### config.mk
export PLATFORM = sky130hd
export DESIGN_NAME = ilc_top
export DESIGN_NICKNAME = d
export VERILOG_FILES = /design/src/rtl/ilc_pkg.sv /design/src/rtl/ilc_sc_reg.sv /design/src/rtl/ilc_level_enc.sv /design/src/rtl/ilc_cpu_level.sv /design/src/rtl/ilc_top.sv
export SDC_FILE = /design/constraint.sdc
export NUM_CORES = 1
export LEC_CHECK = 0
export BUFFER_PORTS_ARGS = -buffer_cell sky130_fd_sc_hd__buf_2
export CORE_MARGIN = 4
export CORE_UTILIZATION = 60
export CTS_CLUSTER_DIAMETER = 100
export DETAILED_ROUTE_END_ITERATION = 10
export GPL_ROUTABILITY_DRIVEN = 0
export PLACE_DENSITY_LB_ADDON = 0.15
export SYNTH_ARGS = -nofsm -noshare
export SYNTH_HDL_FRONTEND = slang
export SYNTH_SLANG_ARGS = --single-unit
### constraint.sdc
create_clock -name clk -period 8.2 [get_ports clk]
set_input_delay 2.46 -clock clk [delete_from_list [all_inputs] [get_ports clk]]
set_output_delay 2.46 -clock clk [all_outputs]
set_load 0.02 [all_outputs]
### src/rtl/ilc_pkg.sv
package ilc_pkg;

    localparam int WORD_W  = 32;
    localparam int PIL_W   = 4;
    localparam int NUM_PIL = 1 << PIL_W;

    localparam int BIT_ALL_OFF   = 31;
    localparam int BIT_MOD_ERR   = 30;
    localparam int BIT_FLOPPY    = 22;
    localparam int BIT_VIDEO     = 20;
    localparam int BIT_SYSTIMER  = 19;
    localparam int BIT_SCSI      = 18;
    localparam int BIT_AUDIO     = 17;
    localparam int BIT_ENET      = 16;
    localparam int BIT_SERIAL    = 15;
    localparam int BIT_KBDMS     = 14;
    localparam int BIT_TIMER_LOC = 7;
    localparam int SW_BASE       = 16;

    localparam logic [WORD_W-1:0] ERR_BITS = 32'h7800_0000;
    localparam logic [WORD_W-1:0] SW_BITS  = 32'hFFFE_0000;

    typedef enum logic [2:0] {
        G_LINES = 3'd0,
        G_MASK  = 3'd1,
        G_MSET  = 3'd2,
        G_MCLR  = 3'd3,
        G_TGT   = 3'd4
    } glob_off_e;

    typedef enum logic [1:0] {
        C_PEND = 2'd0,
        C_SET  = 2'd1,
        C_CLR  = 2'd2
    } cpu_off_e;

    typedef struct packed {
        logic              set;
        logic              clr;
        logic [WORD_W-1:0] data;
    } sc_cmd_t;

    function automatic logic [WORD_W-1:0] bit_of(input int n);
        return WORD_W'(1) << n;
    endfunction

    // Both buses at the same bus level: expansion bit lvl+6, backplane bit lvl-1
    function automatic logic [WORD_W-1:0] bus_pair(input int lvl);
        return bit_of(lvl + 6) | bit_of(lvl - 1);
    endfunction

    // Source bits shared by one device level (2..13); error level handled apart
    function automatic logic [WORD_W-1:0] group_bits(input int pil);
        case (pil)
            2:       return bus_pair(1);
            3:       return bus_pair(2);
            4:       return bit_of(BIT_SCSI);
            5:       return bus_pair(3);
            6:       return bit_of(BIT_ENET);
            7:       return bus_pair(4);
            8:       return bit_of(BIT_VIDEO);
            9:       return bus_pair(5) | bit_of(BIT_MOD_ERR);
            10:      return bit_of(BIT_SYSTIMER);
            11:      return bus_pair(6) | bit_of(BIT_FLOPPY);
            12:      return bit_of(BIT_SERIAL) | bit_of(BIT_KBDMS);
            13:      return bus_pair(7) | bit_of(BIT_AUDIO);
            default: return '0;
        endcase
    endfunction

endpackage

### src/rtl/ilc_sc_reg.sv
module ilc_sc_reg
    import ilc_pkg::*;
#(
    parameter logic [WORD_W-1:0] RST_VAL = '1,
    parameter logic [WORD_W-1:0] LIVE    = '1
) (
    input  logic              clk,
    input  logic              rst,
    input  sc_cmd_t           cmd,
    output logic [WORD_W-1:0] q
);

    logic [WORD_W-1:0] hit;
    assign hit = cmd.data & LIVE;

    always_ff @(posedge clk) begin
        if (rst) begin
            q <= RST_VAL & LIVE;
        end else if (cmd.set) begin
            q <= q | hit;
        end else if (cmd.clr) begin
            q <= q & ~hit;
        end
    end

    // R2 (and R10 for pending words): set port raises every selected bit
    assert_set_port_R2: assert property (@(posedge clk) disable iff (rst)
        (cmd.set && !cmd.clr) |=> ((q & $past(hit)) == $past(hit)));

    // R3 (and R10): clear port drops every selected bit
    assert_clr_port_R3: assert property (@(posedge clk) disable iff (rst)
        (cmd.clr && !cmd.set) |=> ((q & $past(hit)) == '0));

    // zero bits are untouched by either port
    assert_other_bits_R2: assert property (@(posedge clk) disable iff (rst)
        (cmd.set || cmd.clr) |=> ((q & ~$past(hit)) == ($past(q) & ~$past(hit))));

    assert_idle_hold_R3: assert property (@(posedge clk) disable iff (rst)
        (!cmd.set && !cmd.clr) |=> $stable(q));

endmodule

### src/rtl/ilc_level_enc.sv
module ilc_level_enc
    import ilc_pkg::*;
(
    input  logic [NUM_PIL-1:0] req,
    output logic [PIL_W-1:0]   lvl
);

    always_comb begin
        lvl = '0;
        for (int p = 1; p < NUM_PIL; p++) begin
            if (req[p]) lvl = PIL_W'(p);
        end
    end

endmodule

### src/rtl/ilc_cpu_level.sv
module ilc_cpu_level
    import ilc_pkg::*;
(
    input  logic [WORD_W-1:0] dev_act,
    input  logic              is_target,
    input  logic [WORD_W-1:0] sw_pend,
    input  logic              timer_req,
    output logic [PIL_W-1:0]  lvl
);

    logic [NUM_PIL-1:0] req;
    logic               err_any;

    assign err_any = |(dev_act & ERR_BITS);
    assign req[0]  = 1'b0;

    for (genvar p = 1; p < NUM_PIL; p++) begin : g_pil
        if (p == NUM_PIL - 1) begin : g_err
            assign req[p] = err_any | sw_pend[SW_BASE + p];
        end else if (p == NUM_PIL - 2) begin : g_tmr
            assign req[p] = timer_req | sw_pend[SW_BASE + p];
        end else begin : g_dev
            localparam logic [WORD_W-1:0] GRP = group_bits(p);
            assign req[p] = (is_target && |(dev_act & GRP)) | sw_pend[SW_BASE + p];
        end
    end

    ilc_level_enc u_enc (
        .req (req),
        .lvl (lvl)
    );

endmodule

### src/rtl/ilc_top.sv
module ilc_top
    import ilc_pkg::*;
#(
    parameter  int NCPU   = 4,
    localparam int CPU_W  = (NCPU > 1) ? $clog2(NCPU) : 1,
    localparam int ADDR_W = ((CPU_W + 2 > 3) ? CPU_W + 2 : 3) + 1
) (
    input  logic                  clk,
    input  logic                  rst,
    input  logic                  reg_we,
    input  logic [ADDR_W-1:0]     reg_addr,
    input  logic [WORD_W-1:0]     reg_wdata,
    output logic [WORD_W-1:0]     reg_rdata,
    input  logic [WORD_W-1:0]     src_irq,
    input  logic [NCPU-1:0]       cpu_timer_irq,
    output logic [NCPU*PIL_W-1:0] cpu_pil
);

    localparam int NSLOT = 1 << CPU_W;

    logic                  in_cpu;
    glob_off_e             g_off;
    cpu_off_e              c_off;
    logic [CPU_W-1:0]      c_idx;

    assign in_cpu = reg_addr[ADDR_W-1];
    assign g_off  = glob_off_e'(reg_addr[2:0]);
    assign c_off  = cpu_off_e'(reg_addr[1:0]);
    assign c_idx  = reg_addr[CPU_W+1:2];

    // Global mask
    sc_cmd_t           mask_cmd;
    logic [WORD_W-1:0] mask_q;
    logic [WORD_W-1:0] dev_act;

    assign mask_cmd.set  = reg_we && !in_cpu && (g_off == G_MSET);
    assign mask_cmd.clr  = reg_we && !in_cpu && (g_off == G_MCLR);
    assign mask_cmd.data = reg_wdata;

    ilc_sc_reg #(.RST_VAL('1), .LIVE('1)) u_mask (
        .clk (clk),
        .rst (rst),
        .cmd (mask_cmd),
        .q   (mask_q)
    );

    assign dev_act = mask_q[BIT_ALL_OFF] ? '0 : (src_irq & ~mask_q);

    // Undirected-interrupt target
    logic [CPU_W-1:0] tgt_q;

    always_ff @(posedge clk) begin
        if (rst) begin
            tgt_q <= '0;
        end else if (reg_we && !in_cpu && (g_off == G_TGT)) begin
            tgt_q <= reg_wdata[CPU_W-1:0];
        end
    end

    // Per-processor state and level
    logic [WORD_W-1:0] pend_word [NSLOT];

    for (genvar c = 0; c < NSLOT; c++) begin : g_cpu
        if (c < NCPU) begin : g_live
            sc_cmd_t           sw_cmd;
            logic [WORD_W-1:0] pend_q;
            logic [PIL_W-1:0]  lvl_d;
            logic [PIL_W-1:0]  pil_q;
            logic              sel;

            assign sel         = reg_we && in_cpu && (c_idx == CPU_W'(c));
            assign sw_cmd.set  = sel && (c_off == C_SET);
            assign sw_cmd.clr  = sel && (c_off == C_CLR);
            assign sw_cmd.data = reg_wdata;

            ilc_sc_reg #(.RST_VAL('0), .LIVE(SW_BITS)) u_pend (
                .clk (clk),
                .rst (rst),
                .cmd (sw_cmd),
                .q   (pend_q)
            );

            ilc_cpu_level u_lvl (
                .dev_act   (dev_act),
                .is_target (tgt_q == CPU_W'(c)),
                .sw_pend   (pend_q),
                .timer_req (cpu_timer_irq[c]),
                .lvl       (lvl_d)
            );

            always_ff @(posedge clk) begin
                if (rst) pil_q <= '0;
                else     pil_q <= lvl_d;
            end

            assign cpu_pil[c*PIL_W +: PIL_W] = pil_q;
            assign pend_word[c] = pend_q | (WORD_W'(cpu_timer_irq[c]) << BIT_TIMER_LOC);

            // any active error source drives every processor to level 15
            assert_err_broadcast_R8: assert property (@(posedge clk) disable iff (rst)
                (|(src_irq & ~mask_q & ERR_BITS) && !mask_q[BIT_ALL_OFF])
                |=> (pil_q == PIL_W'(NUM_PIL - 1)));

            // global mask-all leaves only local requests
            assert_mask_all_R4: assert property (@(posedge clk) disable iff (rst)
                (mask_q[BIT_ALL_OFF] && (pend_q == '0) && !cpu_timer_irq[c])
                |=> (pil_q == '0));

            // a non-target processor sees no device level
            assert_non_target_R7: assert property (@(posedge clk) disable iff (rst)
                ((tgt_q != CPU_W'(c)) && (pend_q == '0) && !cpu_timer_irq[c]
                 && ((dev_act & ERR_BITS) == '0))
                |=> (pil_q == '0));

            // timer line alone yields at least level 14
            assert_timer_R11: assert property (@(posedge clk) disable iff (rst)
                cpu_timer_irq[c] |=> (pil_q >= PIL_W'(NUM_PIL - 2)));
        end else begin : g_none
            assign pend_word[c] = '0;
        end
    end

    // Read path
    always_comb begin
        reg_rdata = '0;
        if (in_cpu) begin
            if (c_off != cpu_off_e'(2'd3)) reg_rdata = pend_word[c_idx];
        end else begin
            case (g_off)
                G_LINES: reg_rdata = src_irq;
                G_MASK,
                G_MSET,
                G_MCLR:  reg_rdata = mask_q;
                G_TGT:   reg_rdata = WORD_W'(tgt_q);
                default: reg_rdata = '0;
            endcase
        end
    end

endmodule

# --- After elaboration in Yosys (flattened, before gate mapping) ---
# Index checks and enable logic that the tools add are counted.
totals:
  regBits: 178
  out_inout_bits: 48
  elab_cells: 260
classes:
  n_lt_le_gt_ge: 1
  n_eq_ne: 13
  mux: 77
  bitwise: 75
  n_reduce_logical: 84
ops:
  columns: ["operator", "count"]
  rows:
  - ["$mux W32", 14]
  - ["$mux W4", 56]
  - ["$and A32 B32 Y32", 5]
  - ["$or A32 B32 Y32", 5]
  - ["$or A32 B8 Y32", 4]
  - ["$pmux W32 S3", 1]
  - ["$logic_and A1 B1 Y1", 65]
  - ["$bmux W32 S2", 1]
  - ["$not A32 Y32", 2]
  - ["$or A1 B1 Y1", 56]
  - ["$and A31 B31 Y31", 1]
  - ["$mux W31", 1]
  - ["$not A31 Y31", 1]
  - ["$reduce_or A3 Y1", 4]
  - ["$eq A2 B2 Y1 const B", 5]
  - ["$reduce_bool A2 Y1", 5]
  - ["$reduce_or A2 Y1", 5]
  - ["$eq A2 B1 Y1 const B", 3]
  - ["$eq A3 B2 Y1 const B", 2]
  - ["$logic_not A2 Y1", 2]
  - ["$mux W1", 4]
  - ["$reduce_or A4 Y1", 1]
  - ["$eq A3 B1 Y1 const B", 1]
  - ["$eq A3 B3 Y1 const B", 1]
  - ["5 further kinds", 5]

# --- Logic depth before layout (Yosys ltp) ---
# Gate-level depths: netlist of run 1.
logic_depth:
  word_depth: 20
  depth_mapped: 9
  mapped_depth_nobuf: 6

# --- Hierarchy ---
# A second synthesis of run 1 with hierarchy kept.
unflattened:
  cells_unflattened: 901
  hier_area_um2: 7856.3
by_module_without_submodules:
  columns: ["module", "instances", "cells_per_inst", "area_each_um2", "seq_area_each_um2"]
  rows:
  - ["ilc_sc_reg at g_cpu[0].g_live.u_pend ...", 4, 81, 767.0, 300.3]
  - ["ilc_top", 1, 256, 2424.8, 360.3]
  - ["ilc_sc_reg at u_mask", 1, 105, 1137.3, 640.6]
  - ["ilc_cpu_level", 4, 29, 165.2, 0.0]
  - ["ilc_level_enc", 4, 25, 141.4, 0.0]

# --- Worst setup path before layout of run 1 ---
# OpenSTA, ideal clock, no wires.
synth_path:
  path_type: "input to output"
  from: "input reg_addr[3]"
  to: "output reg_rdata[21]"
  t_arrival_ps: 3762
  required_time_ps: 5740
  path_slack_ps: 1978
  path_stages: 5
  n_path_buf: 2
  path_cell_list: "buf_1 buf_1 mux4_2 inv_1 o22ai_1"
synth_via:
  elab_chain_len: 6
synth_lines:
  columns: ["element", "line_no", "rtl"]
  rows:
  - ["start: declaration", "ilc_top.sv:11", "input logic [ADDR_W-1:0] reg_addr,"]
  - ["$not A2 Y3 (implied by the code)", "ilc_top.sv:127", "if (c_off != cpu_off_e'(2'd3)) reg_rdata = pend_word[c_idx];"]
  - ["$bmux W32 S2", "ilc_top.sv:127", null]
  - ["$mux W32 (implied by the code) (2 in a row)", "ilc_top.sv:127", null]
  - ["$mux W32", "ilc_top.sv:127", null]
  - ["$mux W32", "ilc_top.sv:126", "if (in_cpu) begin"]
  - ["end: declaration", "ilc_top.sv:13", "output logic [WORD_W-1:0] reg_rdata,"]
# No other way between the ends. The select of a mux whose other input is x is not followed.

# --- Worst setup path in the final report of run 1 ---
layout_path:
  from: "input reg_addr[0]"
  to: "output reg_rdata[28]"
layout_via:
  elab_chain_len: 4
layout_lines:
  columns: ["element", "line_no", "rtl"]
  rows:
  - ["$eq A3 B2 Y1 or $eq A3 B1 Y1 (tied branches)", "ilc_top.sv:129", "case (g_off)"]
  - ["$reduce_or A3 Y1", "ilc_top.sv:129", null]
  - ["$pmux W32 S3", "ilc_top.sv:129", null]
  - ["$mux W32 *", "ilc_top.sv:126", null]
# Mark *: on every way between the ends. The rest lies on a longest branch, timed or not.

==> impl_metrics.py, run 1 <==
metrics = {
    "run_status": {
        "status": "complete, no violations",
    },
    "logic_synthesis": {
        "syn-cell-area_um2": 6364,
        "synth-simple-area-share": 0.2363,
        "synthAdderAreaFrac": 0,
        "avgSynthCellArea_um2": 7.695,
        "synth_top_family_by_area": "compound AO/OA/AOI/OAI gates",
        "synthesis.nets": 903,
        "synth_edf_count": 0,
        "synth.distinct_cells": 58,
        "yosys_warnings": 0,
        "synthCells": 827,
        "synth.yosys.seq_area_share": 0.3460,
        "synth_seq_cells": 110,
        "async_flop_share": 0,
        "synthFlopType": "dfxtp_1",
        "synth_mux_area_frac": 0.08808,
        "synth-compound-area-share": 0.2635,
        "synth-xor-area-share": 0.001376,
    },
    "pwr": {
        "internal-power_w": 0.0007517,
        "p_comb_frac": 0.150,
        "clkPwrFrac": 0.324,
        "switchingPower_w": 0.0002995,
        "p_leak_nw": 2.812,
        "peakVddDrop_mv": 0.1467,
        "switching_share": 0.2849,
        "seqPwrFrac": 0.525,
        "p_per_area_nw_per_um2": 147.2,
    },
    "setup_path": {
        "slowest_delay_ns": 0.87,
        "cp.arrival_ns": 4.31,
        "required_ns": 5.74,
        "cp_slowest_cell": "nor2_4",
        "critPathMostFrequentCell": "buf_2",
        "crit_fanout": 37,
        "path_cells": "buf_2, nor2_4, mux2i_1, o22ai_1, buf_2",
        "start_kind": "input pin",
        "worst-setup-path-type": "input pin to output port",
        "end_kind": "output port",
    },
    "worst_hold_path": {
        "min-delay-path-class": "register to register",
    },
    "drt": {
        "vias_per_cell": 6.544,
        "drt_pass1_iterations": 7,
        "drc": 0,
        "avgRoutedWirePerCell_um": 20.50,
        "dr_total_vias": 6825,
        "ant_nets": 0,
        "initialDrtViolationCount": 1092,
        "drt_wl_total_mm": 21.38,
    },
    "floorplan": {
        "die_h_um": 111.0,
        "dieArea_um2": 12320,
        "pin_count": 124,
        "rows": 37,
        "initial_core_util": 0.6164,
        "fp.dieW_um": 111.0,
        "core_area_um2": 10320,
    },
    "sta": {
        "worst_hold_slack_ns": 0.4746,
        "hold_violations": 0,
        "rsz0062_at_grt": "false",
        "finClkSkew_ns": 0.01684,
        "maxClockFrequency_ghz": 0.1476,
        "setup_viol": 0,
        "period_share": 0.8261,
        "finalCriticalPeriod_ns": 6.774,
        "slew_headroom": 0.1972,
        "drv_slew": 0,
        "setup_ws_ns": 1.426,
        "tns_ns": 0,
        "tightest_slew_ns": 1.204,
    },
    "global_routing": {
        "grtUsageTotal": 0.3418,
        "grt_pass1_wl_mm": 34.04,
        "first_global_vias": 6372,
        "grt-ovfl-total": 0,
        "antenna_found_initial": 0,
        "grt_max_degree": 111,
    },
    "clocking": {
        "cts_hold_buf": 0,
        "cts_tree": "done",
        "cts_resized": 0,
        "clock_latency_ns": 0.39,
        "clock_path_buffers": 2,
        "cts_buffers": 9,
        "post-cts-setup-buffers": 0,
        "clk_pin_slew_ns": 0.10,
        "root_buffer": "clkbuf_8",
        "htree_levels": 3,
        "clock_sinks": 110,
    },
    "cells_and_area": {
        "drive_gt1_frac": 0.2029,
        "final_cell_mix": "nor2_1 (149), nand2_1 (128), buf_2 (122), dfxtp_1 (110), a22oi_1 (60)",
        "nFillCells": 862,
        "final_common_cell": "nor2_1",
        "antenna_cells": 0,
        "fin_nets": 978,
        "syn2layout_area_growth_pct": 12.19,
    },
    "place": {
        "dp_hpwl_mm": 15.43,
        "io_buffers": 123,
        "dp_slack_ns": 1.473,
    },
    "job": {
        "maxCapViolations": 0,
    },
}
==> layer usage <==
layer  track usage  vias to the layer above  routed length, µm
met1        0.4516                     3163               8424
li1              -                     3091                  -
met5             0                        -                  0
met3       0.08788                       94               2382
met4        0.1650                        0               1184
met2        0.5210                      477               9390
==> power by group through the flow <==
stage | logic, W | clock network [W] | registers (W)
floorplan | 0.0000957 | 0 | 0.000567
global placement | 0.000150 | 0 | 0.000563
detailed placement | 0.000154 | 0 | 0.000564
CTS | 0.000155 | 0.000344 | 0.000552
global route | 0.000169 | 0.000373 | 0.000553
finish | 0.000158 | 0.000341 | 0.000552
==> synth_stat cells, types with 4 or more instances <==
cell,count,area share
nand2b_1,8,0.0079
o22ai_1,20,0.020
a22oi_1,60,0.071
nor4b_1,4,0.0055
buf_2,15,0.012
mux4_2,16,0.057
clkbuf_1,42,0.025
a21oi_1,47,0.037
a211oi_1,18,0.021
nor2_1,151,0.089
a211o_1,37,0.051
inv_1,35,0.021
nor2b_1,10,0.0098
a21o_1,4,0.0047
mux2i_1,20,0.031
nor4_1,4,0.0039
nor3_1,8,0.0063
or3_1,6,0.0059
o21ai_0,23,0.018
buf_1,6,0.0035
dfxtp_1,110,0.35
nand2_1,128,0.076
==> final timing paths <==
kind	start	endpoint	slack, ns	cells past startpoint
worst max-delay path	reg_addr[0]	reg_rdata[28]	1.43	5
worst min-delay path	register	register	0.47	1
worst max register to register	tgt_q[0]	g_cpu[0].g_live.pil_q[2]	5.34	6
worst min register to register	register	register	0.47	1
==> per-stage QoR <==
step / instances / power [W] / utilization / instance area [µm²]
finish: 1043 / 0.001051 / 0.6916 / 7139
floorplan: 827 / 0.0006627 / - / 6364
global placement: 1027 / 0.0007138 / 0.6717 / 6934
global route: 1043 / 0.001095 / 0.6916 / 7139
detailed placement: 1027 / 0.0007184 / 0.6717 / 6934
CTS: 1043 / 0.001050 / 0.6916 / 7139
==> cells by family (layout without fill, tap and decap cells) <==
family | Yosys count | count (layout)
simple gates | 342 | 342
buf+inv | 101 | 181
mux | 36 | 36
xor+xnor | 1 | 1
compound gates | 237 | 237
flops | 110 | 110
==> final cells by class <==
type	count	area [µm²]	area share
Clock buffer	11	141.4	0.01980
Clock inverter	5	63.81	0.008938
Inverter	35	131.4	0.01840
Multi-Input combinational cell	616	3760	0.5266
Sequential cell	110	2202	0.3084
Tap cell	136	170.2	0.02383
Timing Repair Buffer	130	670.6	0.09394
==> critical path: cells and delay by family <==
family / cells / cell delay (ns)
muxes: 1 / 0.32
buffers and inverters: 2 / 0.54
AOI/OAI and AO/OA: 1 / 0.11
and+or+nand+nor: 1 / 0.87
(Power assumes the default switching activity.)
==> inputs of run 2 (changes only) <==
Settings changed: CORE_UTILIZATION 60 to 56.
Clock period 8.2 ns to 6.9 ns, I/O delays scaled along.
==> impl_metrics.py, run 2 (synthesized netlist as in run 1, its figures left out) <==
metrics = {
    "run_status": {
        "status": "complete, no violations",
    },
    "setup_path": {
        "start_kind": "input pin",
        "end_kind": "output port",
        "timing.rr.end": "g_cpu[1].g_live.pil_q[0]",
        "reg2reg_from": "tgt_q[0]",
        "required_ns": 4.83,
        "ff2ff_setup_slack_ns": 4.21,
        "worst-setup-path-type": "input pin to output port",
        "crit_fanout": 31,
        "cp.arrival_ns": 3.77,
        "r2r_cells": 6,
    },
    "floorplan": {
        "rows": 38,
        "dieArea_um2": 13130,
        "core_area_um2": 10980,
        "initial_core_util": 0.5794,
        "pin_count": 124,
        "die_h_um": 114.6,
        "fp.dieW_um": 114.6,
    },
    "drt": {
        "dr_total_vias": 6807,
        "ant_nets": 0,
        "avgRoutedWirePerCell_um": 20.46,
        "drc": 0,
        "drt_pass1_iterations": 8,
        "initialDrtViolationCount": 943,
        "vias_per_cell": 6.501,
        "drt_wl_total_mm": 21.42,
    },
    "worst_hold_path": {
        "min-delay-path-class": "register to register",
        "worstHoldPathCells": 1,
    },
    "sta": {
        "maxClockFrequency_ghz": 0.1713,
        "period_share": 0.8463,
        "drv_slew": 0,
        "tightest_slew_ns": 1.269,
        "tns_ns": 0,
        "slew_headroom": 0.1506,
        "worst_hold_slack_ns": 0.4722,
        "setup_viol": 0,
        "rsz0062_at_grt": "false",
        "finalCriticalPeriod_ns": 5.839,
        "hold_violations": 0,
        "finClkSkew_ns": 0.007257,
    },
    "pwr": {
        "switchingPower_w": 0.0003655,
        "clkPwrFrac": 0.379,
        "power.total_w": 0.001359,
        "peakVddDrop_mv": 0.1679,
        "p_per_area_nw_per_um2": 187.8,
        "p_leak_nw": 2.855,
        "switching_share": 0.2690,
        "p_comb_frac": 0.138,
        "seqPwrFrac": 0.483,
        "internal-power_w": 0.0009934,
    },
    "clocking": {
        "root_buffer": "clkbuf_16",
        "cts_hold_buf": 0,
        "cts_tree": "done",
        "cts_resized": 0,
        "clock_sinks": 110,
        "post-cts-setup-buffers": 0,
        "cts_buffers": 9,
        "clock_path_buffers": 2,
        "clk_pin_slew_ns": 0.07,
        "htree_levels": 3,
        "clock_latency_ns": 0.36,
    },
    "job": {
        "maxCapViolations": 0,
    },
    "global_routing": {
        "grt-ovfl-total": 0,
        "antenna_found_initial": 0,
        "grt_max_degree": 111,
        "grt_pass1_wl_mm": 34.34,
        "first_global_vias": 6348,
        "grtUsageTotal": 0.3339,
    },
    "cells_and_area": {
        "fin_area_um2": 7236,
        "drive_gt1_frac": 0.2029,
        "syn2layout_area_growth_pct": 13.70,
        "final_cell_mix": "nor2_1 (149), nand2_1 (128), buf_2 (122), dfxtp_1 (110), a22oi_1 (60)",
        "antenna_cells": 0,
        "final_common_cell": "nor2_1",
        "fin_nets": 979,
    },
    "place": {
        "placed_area_um2": 6947,
        "io_buffers": 123,
        "dp_hpwl_mm": 15.52,
    },
}
## run 2: changes by cell type in the layout (fill, tap and decap cells not counted)
| cell | change |
|---|---|
| clkinv_2 | +1 |
| inv_6 | -1 |
| clkbuf_8 | -10 |
| buf_4 | +1 |
| clkbuf_16 | +9 |
## run 2: routing by layer
metal	up-vias	wire (µm)	track usage
met3	76	2490	0.07664
met4	0	824	0.1378
met1	3144	8141	0.4363
li1	3088	-	-
met5	-	0	0
met2	499	9966	0.5316
## run 2: final cells by class
class,count,area [µm²]
flip-flops and latches,110,2202
fillers,952,3747
clock buffers,10,229.0
repair buffers,131,678.2
multi-input cells,616,3760
clock inverters,5,60.06
well taps,140,175.2
inverters,35,131.4
## run 2: worst max path at each step
stage | from | to | slack, ns | cells after the start
2_1_floorplan | reg_addr[3] | reg_rdata[21] | 1.46 | 5
6_report | reg_addr[2] | reg_rdata[19] | 1.06 | 4
3_3_place_gp | reg_addr[2] | reg_rdata[30] | 1.14 | 4
5_1_grt | reg_addr[2] | reg_rdata[30] | 0.86 | 4
4_1_cts | reg_addr[2] | reg_rdata[30] | 1.07 | 4
3_5_place_dp | reg_addr[2] | reg_rdata[30] | 1.07 | 4
## run 2: critical path, stage by stage
cell,delay (ns)
buf_2,0.63
or2_2,0.69
o22ai_1,0.16
buf_2,0.21
## run 2: through the flow
| step | instances | util | setup slack [ns] |
|---|---|---|---|
| after CTS | 1047 | 0.6588 | 1.072 |
| after global routing | 1047 | 0.6588 | 0.8588 |
| after detailed placement | 1032 | 0.6325 | 1.070 |
| after floorplan | 827 | - | 1.458 |
| final | 1047 | 0.6588 | 1.061 |
| after global placement | 1032 | 0.6325 | 1.141 |
## run 2: power groups by stage
stage / combinational, W / sequential (W) / clock, W
2_1_floorplan: 0.000114 / 0.000674 / 0
3_3_place_gp: 0.000180 / 0.000670 / 0
3_5_place_dp: 0.000184 / 0.000671 / 0
4_1_cts: 0.000185 / 0.000656 / 0.000522
5_1_grt: 0.000203 / 0.000657 / 0.000548
6_report: 0.000187 / 0.000656 / 0.000515
==> inputs of run 3 (changes only) <==
Clock period 6.9 ns to 5.6 ns, I/O delays scaled along.
==> impl_metrics.py, run 3 (synthesized netlist as in run 1, its figures left out) <==
metrics = {
    "pwr": {
        "peakVddDrop_mv": 0.2741,
        "p_per_area_nw_per_um2": 232.0,
        "power.total_w": 0.001686,
        "p_leak_nw": 2.871,
    },
    "floorplan": {
        "dieArea_um2": 13130,
        "initial_core_util": 0.5794,
        "die_h_um": 114.6,
        "pin_count": 124,
        "core_area_um2": 10980,
        "rows": 38,
        "fp.dieW_um": 114.6,
    },
    "setup_path": {
        "r2r_cells": 6,
        "crit_fanout": 31,
        "cp_top_family": "buffers and inverters",
        "required_ns": 3.92,
        "cp.arrival_ns": 3.39,
        "reg2reg_from": "tgt_q[0]",
        "end_kind": "output port",
        "critical_path_buf_inv_count": 2,
        "timing.rr.end": "g_cpu[1].g_live.pil_q[0]",
        "slowest_delay_ns": 0.69,
        "worst-setup-path-type": "input pin to output port",
        "start_kind": "input pin",
        "critPathMostFrequentCell": "buf_2",
        "ff2ff_setup_slack_ns": 2.90,
        "cp_slowest_cell": "or2_2",
        "crit_cells": 4,
        "path_cells": "buf_2, or2_2, o22ai_1, buf_2",
    },
    "drt": {
        "dr_total_vias": 6846,
        "drt_wl_total_mm": 21.60,
        "drt_pass1_iterations": 6,
        "ant_nets": 0,
        "initialDrtViolationCount": 1100,
        "vias_per_cell": 6.520,
        "drc": 0,
        "avgRoutedWirePerCell_um": 20.57,
    },
    "clocking": {
        "cts_buffers": 9,
        "cts_tree": "done",
        "cts_resized": 0,
        "clock_sinks": 110,
        "cts_hold_buf": 0,
        "htree_levels": 3,
        "root_buffer": "clkbuf_16",
        "post-cts-setup-buffers": 0,
        "clock_latency_ns": 0.36,
        "clk_pin_slew_ns": 0.07,
        "clock_path_buffers": 2,
    },
    "place": {
        "dp_hpwl_mm": 15.59,
        "io_buffers": 123,
    },
    "global_routing": {
        "grt_max_degree": 111,
        "grt-ovfl-total": 0,
        "busiest_layer": "met2",
        "grtUsageTotal": 0.3297,
        "antenna_found_initial": 1,
        "use_met2": 0.5200,
        "met1_usage": 0.4289,
        "first_global_vias": 6369,
        "use_met3": 0.07082,
        "grt_pass1_wl_mm": 33.69,
    },
    "sta": {
        "period_share": 0.9045,
        "maxClockFrequency_ghz": 0.1974,
        "tightest_slew_ns": 1.253,
        "drv_slew": 0,
        "tns_ns": 0,
        "rsz0062_at_grt": "false",
        "worst_hold_slack_ns": 0.4644,
        "finalCriticalPeriod_ns": 5.065,
        "slew_headroom": 0.1609,
        "finClkSkew_ns": 0.004163,
        "setup_viol": 0,
        "hold_violations": 0,
    },
    "worst_hold_path": {
        "min-delay-path-class": "register to register",
        "worstHoldPathCells": 1,
    },
    "cells_and_area": {
        "syn2layout_area_growth_pct": 14.22,
        "drive_gt1_frac": 0.2057,
        "final_cell_mix": "nor2_1 (149), nand2_1 (128), buf_2 (122), dfxtp_1 (110), a22oi_1 (60)",
        "fin_nets": 980,
        "final_common_cell": "nor2_1",
    },
    "run_status": {
        "status": "complete, no violations",
    },
    "job": {
        "maxCapViolations": 0,
    },
}
run 3: cell types whose count changed in the layout (fill, tap and decap cells not counted):
| cell | delta |
|---|---|
| buf_12 | +1 |
| clkbuf_1 | -1 |
| clkinv_2 | +1 |
| clkinv_4 | +1 |
| diode_2 | +1 |
run 3: worst reg2reg max path, stage by stage (launching register included):
cell      delay [ns]
dfxtp_1         0.74
inv_1           0.27
nor3_2          0.63
a211o_1         0.22
a21oi_1         0.09
o31ai_1         0.43
a211oi_1        0.15
run 3: metrics by stage:
stage / setup slack, ns / utilization / cells / cell area, µm²
after detailed placement: 0.5250 / 0.6343 / 1033 / 6967
after global placement: 0.5998 / 0.6343 / 1033 / 6967
after CTS: 0.5195 / 0.6615 / 1049 / 7266
after global routing: 0.3752 / 0.6618 / 1050 / 7268
final: 0.5350 / 0.6618 / 1050 / 7268
after floorplan: 0.9385 / - / 827 / 6364
run 3: metal layers:
layer	wire (µm)	up-vias
met1	8350	3195
met3	2439	85
met5	0	-
met4	995	0
met2	9815	467
li1	-	3099
run 3: power by group:
part	leakage [nW]	internal, W	switching (W)
clock network	0.146	0.000348	0.000298
registers	0.893	0.000797	0.0000121
logic	1.83	0.0000821	0.000150
run 3: area by class of cell:
class / count / area, µm²
Fill cell: 948 / 3715
Multi-Input combinational cell: 616 / 3760
Sequential cell: 110 / 2202
Clock buffer: 9 / 225.2
Tap cell: 140 / 175.2
Antenna cell: 1 / 2.502
Timing Repair Buffer: 132 / 698.2
Clock inverter: 7 / 73.82
Inverter: 35 / 131.4
run 3: worst max path at each step:
stage                      from             to  slack [ns]
floorplan           reg_addr[3]  reg_rdata[21]        0.94
global placement    reg_addr[2]  reg_rdata[30]        0.60
detailed placement  reg_addr[2]  reg_rdata[30]        0.52
CTS                 reg_addr[2]  reg_rdata[30]        0.52
global route        reg_addr[2]  reg_rdata[30]        0.38
finish              reg_addr[2]  reg_rdata[30]        0.53
